===== src/rtl/ofetch_pkg.sv =====
package ofetch_pkg;

  typedef enum logic [2:0] {
    TS_IDLE = 3'd0,
    TS_T1   = 3'd1,
    TS_T2   = 3'd2,
    TS_T3   = 3'd3,
    TS_T4   = 3'd4,
    TS_T5   = 3'd5,
    TS_T6   = 3'd6
  } tstate_e;

  // Status code presented for a memory opcode fetch {io_m, s1, s0}
  localparam logic [2:0] STAT_FETCH = 3'b011;
  localparam logic [2:0] STAT_IDLE  = 3'b000;

  function automatic logic in_cycle(tstate_e s);
    return s != TS_IDLE;
  endfunction

  function automatic logic read_phase(tstate_e s);
    return (s == TS_T2) || (s == TS_T3);
  endfunction

endpackage


===== src/rtl/ofetch_tseq.sv =====
module ofetch_tseq
  import ofetch_pkg::*;
(
  input  logic    clk,
  input  logic    rst,
  input  logic    start,
  input  logic    long_op,
  output tstate_e st,
  output tstate_e nxt,
  output logic    done
);

  always_comb begin
    nxt = st;
    case (st)
      TS_IDLE: nxt = start ? TS_T1 : TS_IDLE;
      TS_T1:   nxt = TS_T2;
      TS_T2:   nxt = TS_T3;
      TS_T3:   nxt = TS_T4;
      TS_T4:   nxt = long_op ? TS_T5 : (start ? TS_T1 : TS_IDLE);
      TS_T5:   nxt = TS_T6;
      TS_T6:   nxt = start ? TS_T1 : TS_IDLE;
      default: nxt = TS_IDLE;
    endcase
  end

  always_ff @(posedge clk) begin
    if (rst) st <= TS_IDLE;
    else     st <= nxt;
  end

  // Final-state strobe depends on the length hint sampled in state four
  assign done = ((st == TS_T4) && !long_op) || (st == TS_T6);

endmodule


===== src/rtl/ofetch_pc.sv =====
module ofetch_pc #(
  parameter int unsigned         AW       = 16,
  parameter logic [AW-1:0]       PC_RESET = '0
) (
  input  logic          clk,
  input  logic          rst,
  input  logic          inc,
  output logic [AW-1:0] pc
);

  localparam logic [AW-1:0] ONE = AW'(1);

  always_ff @(posedge clk) begin
    if (rst)      pc <= PC_RESET;
    else if (inc) pc <= pc + ONE;
  end

endmodule


===== src/rtl/ofetch_busio.sv =====
module ofetch_busio
  import ofetch_pkg::*;
#(
  parameter int unsigned AW = 16,
  parameter int unsigned DW = 8
) (
  input  logic             clk,
  input  logic             rst,
  input  tstate_e          nxt,
  input  logic             capture,
  input  logic [AW-1:0]    pc,
  input  logic [DW-1:0]    ad_in,
  output logic [AW-DW-1:0] addr_hi,
  output logic [DW-1:0]    ad_out,
  output logic             ad_oe,
  output logic             ale,
  output logic             rd_n,
  output logic [2:0]       status,
  output logic [DW-1:0]    ir
);

  localparam int unsigned HW = AW - DW;

  logic enter_t1;
  assign enter_t1 = (nxt == TS_T1);

  // Outputs are registered from the next state so they line up with it
  always_ff @(posedge clk) begin
    if (rst) begin
      addr_hi <= '0;
      ad_out  <= '0;
      ad_oe   <= 1'b0;
      ale     <= 1'b0;
      rd_n    <= 1'b1;
      status  <= STAT_IDLE;
    end else begin
      ale    <= enter_t1;
      ad_oe  <= enter_t1;
      ad_out <= enter_t1 ? pc[DW-1:0] : '0;
      if (enter_t1) addr_hi <= pc[AW-1:DW];
      rd_n   <= !read_phase(nxt);
      status <= in_cycle(nxt) ? STAT_FETCH : STAT_IDLE;
    end
  end

  always_ff @(posedge clk) begin
    if (rst)          ir <= '0;
    else if (capture) ir <= ad_in;
  end

  logic [HW-1:0] unused_hw;
  assign unused_hw = '0;

endmodule


===== src/rtl/ofetch_seq.sv =====
module ofetch_seq
  import ofetch_pkg::*;
#(
  parameter int unsigned   AW       = 16,
  parameter int unsigned   DW       = 8,
  parameter logic [AW-1:0] PC_RESET = '0
) (
  input  logic             clk,
  input  logic             rst,
  input  logic             start,
  input  logic [DW-1:0]    ad_in,
  input  logic             long_op,
  output logic [AW-DW-1:0] addr_hi,
  output logic [DW-1:0]    ad_out,
  output logic             ad_oe,
  output logic             ale,
  output logic             rd_n,
  output logic             io_m,
  output logic             s1,
  output logic             s0,
  output logic [DW-1:0]    ir,
  output logic             done
);

  tstate_e       st;
  tstate_e       nxt;
  logic          capture;
  logic [AW-1:0] pc;
  logic [2:0]    status;

  ofetch_tseq u_tseq (
    .clk     (clk),
    .rst     (rst),
    .start   (start),
    .long_op (long_op),
    .st      (st),
    .nxt     (nxt),
    .done    (done)
  );

  // Byte capture and counter step share the edge that ends state three
  assign capture = (st == TS_T3);

  ofetch_pc #(.AW(AW), .PC_RESET(PC_RESET)) u_pc (
    .clk (clk),
    .rst (rst),
    .inc (capture),
    .pc  (pc)
  );

  ofetch_busio #(.AW(AW), .DW(DW)) u_busio (
    .clk     (clk),
    .rst     (rst),
    .nxt     (nxt),
    .capture (capture),
    .pc      (pc),
    .ad_in   (ad_in),
    .addr_hi (addr_hi),
    .ad_out  (ad_out),
    .ad_oe   (ad_oe),
    .ale     (ale),
    .rd_n    (rd_n),
    .status  (status),
    .ir      (ir)
  );

  assign {io_m, s1, s0} = status;

endmodule


===== config.mk =====
export PLATFORM = sky130hd
export DESIGN_NAME = ofetch_seq
export DESIGN_NICKNAME = d
export VERILOG_FILES = /design/src/rtl/ofetch_pkg.sv /design/src/rtl/ofetch_tseq.sv /design/src/rtl/ofetch_pc.sv /design/src/rtl/ofetch_busio.sv /design/src/rtl/ofetch_seq.sv
export SDC_FILE = /design/constraint.sdc
export NUM_CORES = 1
export LEC_CHECK = 0
export BUFFER_PORTS_ARGS = -buffer_cell sky130_fd_sc_hd__buf_2
export CAP_MARGIN = 10
export CORE_ASPECT_RATIO = 1.1
export CORE_MARGIN = 2
export CORE_UTILIZATION = 55
export DETAILED_ROUTE_END_ITERATION = 6
export HOLD_SLACK_MARGIN = 0.03
export PLACE_DENSITY = 0.79
export SYNTH_ARGS = -nofsm -noshare
export SYNTH_HDL_FRONTEND = slang
export SYNTH_SLANG_ARGS = --single-unit

===== constraint.sdc =====
create_clock -name clk -period 4.45 [get_ports clk]
set_input_delay 0 -clock clk [delete_from_list [all_inputs] [get_ports clk]]
set_output_delay 0 -clock clk [all_outputs]
set_load 0.05 [all_outputs]

# Yosys cells after proc, flatten, opt, wreduce, memory -nomap -nowiden

Index checks and enable logic that the tools add are counted.
Widths: inputs -> output; s select.

$add $sub $neg: 1
Equal/unequal tests: 9
Mux-type cells: 4
Bitwise operators: 1
Reductions and logical operators: 9

Operators by type and width:

| cell                  | count |
|---|---|
| $pmux 3 s6            | 1 |
| $add 16x1->16 const B | 1 |
| $eq 3x2->1 const B    | 4 |
| $eq 3x3->1 const B    | 3 |
| $eq 3x1->1 const B    | 2 |
| $reduce_or 2->1       | 2 |
| $logic_not 3->1       | 1 |
| $mux 3                | 1 |
| $reduce_bool 3->1     | 1 |
| $logic_not 1->1       | 2 |
| $logic_or 1x1->1      | 2 |
| $mux 2                | 1 |
| $logic_and 1x1->1     | 1 |
| $mux 1                | 1 |
| $not 1->1             | 1 |

Flip-flop bits (word level): 48
Input port bits: 12
Output and inout port bits: 31
Logic and storage cells: 32

# Longest topological paths before layout

Depth in word-level cells: 6
Depth in mapped cells: 5
Mapped depth without buffers: 5

# Cells and area by module

Synthesis repeated with hierarchy kept, for this count alone.

Cell total of the unflattened synthesis: 188
Area total of the unflattened synthesis: 1908.1 µm²

By module, submodules not included:

| module       | times used | cells an instance | area an instance (µm²) | sequential area each (µm²) |
|---|---|---|---|---|
| ofetch_busio | 1          | 89                | 983.4                  | 540.5 |
| ofetch_pc    | 1          | 83                | 757.0                  | 320.3 |
| ofetch_tseq  | 1          | 15                | 158.9                  | 60.1 |
| ofetch_seq   | 1          | 1                 | 8.8                    | 0.0 |

# Least setup slack after synthesis

OpenSTA, ideal clock, no wires.

Path kind: register to output
Start: register u_tseq.st[1]
End: output port done
Arrival: 1682 ps
Required time: 4450 ps
Slack: 2768 ps
Cell stages (with the launch flop): 3
Path buffers: 0
Path through: dfxtp_1 inv_1 a211oi_1

Cells in the longest elaborated chain, start to end: 3
Elaborated cells on any way between the ends: 4
Those cells by class: 2 x eq/ne; 2 x reduce/logical

RTL lines:

| item                   | RTL line          | source |
|---|---|---|
| from (decl)            | ofetch_tseq.sv:8  | `output tstate_e st,` |
| from (signal assigned) | ofetch_tseq.sv:29 | `else st <= nxt;` |
| $eq 3x3->1             | ofetch_tseq.sv:33 | `assign done = ((st == TS_T4) && !long_op) \|\| (st == TS_T6);` |
| $logic_and 1x1->1      | ofetch_tseq.sv:33 |  |
| $logic_or 1x1->1 (*)   | ofetch_tseq.sv:33 |  |
| to (decl)              | ofetch_seq.sv:22  | `output logic done` |

Every way passes the cells marked *; elsewhere a longest branch is shown, timed or not.

# Worst setup path in the final report

Start: register u_tseq.st[0]
End: register u_pc.pc[15]

Cells in the longest elaborated chain, start to end: 1

RTL lines:

| item                 | RTL line         | source |
|---|---|---|
| $eq 3x2->1           | ofetch_seq.sv:42 | `assign capture = (st == TS_T3);` |
| to (signal assigned) | ofetch_pc.sv:15  | `else if (inc) pc <= pc + ONE;` |
| to (decl)            | ofetch_pc.sv:8   | `output logic [AW-1:0] pc` |

Every way passes these cells.
A chain may end at the register's enable or synchronous reset.

==> results.cfg <==
[worst_setup_path]
crit_type = reg2reg
critPathLaunch = u_tseq.st[0]$_SDFF_PP0_
crit_arrival_ns = 2.21
required_ns = 4.73
r2r-start = u_tseq.st[0]$_SDFF_PP0_
worst-r2r-cell-count = 4
r2r_end = u_pc.pc[15]$_SDFFE_PP0P_
crit_path_max_fanout = 10
worst_setup_path_start_kind = flip-flop
ff2ff_setup_slack_ns = 2.51
worstSetupEndpointType = flip-flop

[clock_network]
cts-root-buf = clkbuf_4
clock_latency_ns = 0.36
cts_setup_buffers = 0
cts_sinks = 46
clk_path_buf_depth = 2
clk_pin_slew_worst_paths_ns = 0.12
cts_made_buffers = 5
post_cts_resized = 0
htree_levels = 2
cts_tree = yes

[route]
wl_per_cell_um = 11.87
drc = 0
routed_wl_mm = 3.206
ant_nets = 0
viasPerCell = 5.244
top_layer_used = met4
route.met3.wl_um = 192
vias = 1416
firstDrtPassIters = 4
first_iter_violations = 35
met2RoutedLength_mm = 1.546
wl_met1_mm = 1.417

[synth]
syn_area_sq_um = 1768
synth_cell_types = 34
seq_area_frac_synth = 0.5209
synth_seq_cells = 46
synth_ff_type = dfxtp_1
synth_edf_count = 0
yosysTopAreaCell = dfxtp_1
ys_top_cells_by_count = dfxtp_1, nand2_1, nor2_1, a21oi_1, mux2i_1
synth.avg_cell_area_sq_um = 9.404
synthCells = 188
synth_fp_nets = 201
synth_most_common_cell = dfxtp_1
yosysWarnings = 0
yosysTopAreaCellShare = 0.5209
synth-async-reset-ratio = 0
synth_area_leaders = dfxtp_1, mux2i_1, nand2_1

[place]
placed_cells = 253
routabilityCongestion = 0.7925
postPlaceCellArea_sq_um = 1962
port_buffers = 41
dpl.hpwl_mm = 2.154

[timing]
period_minus_slack_ns = 1.936
setup_violations = 0
fin_setup_tns_ns = 0
period_share = 0.4350
report.final.slew_viol_count = 0
rsz0062_at_grt = false
final_hold_viol_count = 0
worst_pin_slew_ns = 0.7923
fmax_mhz = 516.5
finClkSkew_ns = 0.01640
relSlewSlack = 0.4707

[status]
status = complete, no violations

[finish]
n_antenna_cell = 0
stdcell_count = 270
design_area_sq_um = 2111
nets = 248
layout-drive-gt1-share = 0.2373
area_delta_synth_final_pct = 19.39

[grt]
first_global_vias = 1286
grt_pass1_wl_mm = 5.451
track_usage = 0.1900
antenna_found_initial = 0
overflow = 0
grt_max_degree = 37

[floorplanning]
io_pins = 43
dieArea_sq_um = 3684
die_h_um = 63.47
coreArea_sq_um = 3048
start_util = 0.5800
die_x_um = 58.06
rows = 21

[power_and_ir_drop]
leakagePower_nw = 0.9270
ir_worst_vdd_v = 0.0002580
powerDensity_nw_per_um2 = 328.8

[job]
maxCapViolCount = 0

[min_path]
hold_end = u_tseq.st[2]$_SDFF_PP0_
min_from = long_op
whs_path_depth = 3
hold_path.class = in2reg
[stage by stage]
stage | power [mW] | setup slack, ns | hold slack [ns] | utilization
5_1_grt | 0.7235 | 2.401 | 0.07387 | 0.6925
3_5_place_dp | 0.5050 | 2.550 | 0.2497 | 0.6437
6_report | 0.6940 | 2.514 | 0.06225 | 0.6925
2_1_floorplan | 0.4930 | 2.768 | 0.1360 | -
4_1_cts | 0.6999 | 2.511 | 0.04876 | 0.6925
3_3_place_gp | 0.5044 | 2.579 | 0.2430 | 0.6437
[cell type report]
| type | count | area [sq um] |
|---|---|---|
| Fill cell | 251 | 937.1 |
| Clock inverter | 3 | 21.27 |
| Multi-Input combinational cell | 127 | 774.5 |
| Timing Repair Buffer | 50 | 295.3 |
| Sequential cell | 46 | 920.9 |
| Clock buffer | 5 | 37.54 |
| Inverter | 5 | 18.77 |
| Tap cell | 34 | 42.54 |
[placed cells by master (no fill, tap or decap), drive strengths merged, types with 2 or more instances in the layout]
| cell | netlist | routed |
|---|---|---|
| xnor2 | 7 | 7 |
| inv | 5 | 5 |
| and2 | 8 | 8 |
| xor2 | 4 | 4 |
| clkbuf | 5 | 5 |
| nor4 | 2 | 2 |
| o21ai | 4 | 4 |
| dfxtp | 46 | 46 |
| nor3 | 2 | 2 |
| nand3 | 5 | 5 |
| a21oi | 15 | 15 |
| nor2 | 20 | 20 |
| buf | 5 | 41 |
| clkinv | 0 | 2 |
| o31ai | 2 | 2 |
| nand2 | 24 | 24 |
| mux2i | 9 | 9 |
| dlygate4sd3 | 0 | 9 |
| and4 | 2 | 2 |
| and3b | 2 | 2 |
| nand4 | 3 | 3 |
| or3 | 7 | 7 |
[state kept, by name, summed over array words and instances (netlist names)]
signal / flops
u_busio.ad_oe: 1
u_busio.ad_out: 8
u_busio.addr_hi: 8
u_busio.ir: 8
u_busio.rd_n: 1
u_busio.status: 1
u_pc.pc: 16
u_tseq.st: 3
[timing repair]
action | 4_1_cts | 5_1_grt
endpoints found under the setup margin | 0 | 0
hold endpoints to repair | 10 | 0
hold buffers | 9 | 0
[power breakdown]
part	total, mW	switching, mW	internal (mW)
combinational	0.0756	0.0513	0.0243
sequential	0.426	0.00698	0.419
clock	0.192	0.131	0.0616
total	0.694	0.189	0.505
[critical path, stage by stage, from the launching register on]
cell and delay (ns):
dfxtp_1 0.58, nand4b_4 0.20, or3_4 0.46, or4_1 0.47
a21oi_1 0.15
[layer usage]
metal / global-route usage / vias up
met5: 0 / -
met4: 0.06105 / 0
met3: 0.05749 / 6
met2: 0.3352 / 42
met1: 0.2143 / 641
li1: - / 727
[worst max path at each step]
stage,to,slack [ns],cells past startpoint
5_1_grt,u_busio.addr_hi[5]$_SDFFE_PP0N_,2.40,4
6_report,u_pc.pc[15]$_SDFFE_PP0P_,2.51,4
4_1_cts,u_pc.pc[15]$_SDFFE_PP0P_,2.51,4
3_3_place_gp,u_pc.pc[15]$_SDFFE_PP0P_,2.58,4
3_5_place_dp,u_pc.pc[15]$_SDFFE_PP0P_,2.55,4
2_1_floorplan,done,2.77,2
[cell families (layout without fill, tap and decap cells)]
group	Yosys count	after routing	share of synthesized area
buffers and inverters	15	63	0.04105
other	1	1	0.002121
muxes	9	9	0.05096
AOI/OAI and AO/OA	23	23	0.07077
and+or+nand+nor	82	82	0.2527
adders and majority gates	1	1	0.007076
xor gates and xnor gates	11	11	0.05449
DFF	46	46	0.5209
(Power assumes the default switching activity.)
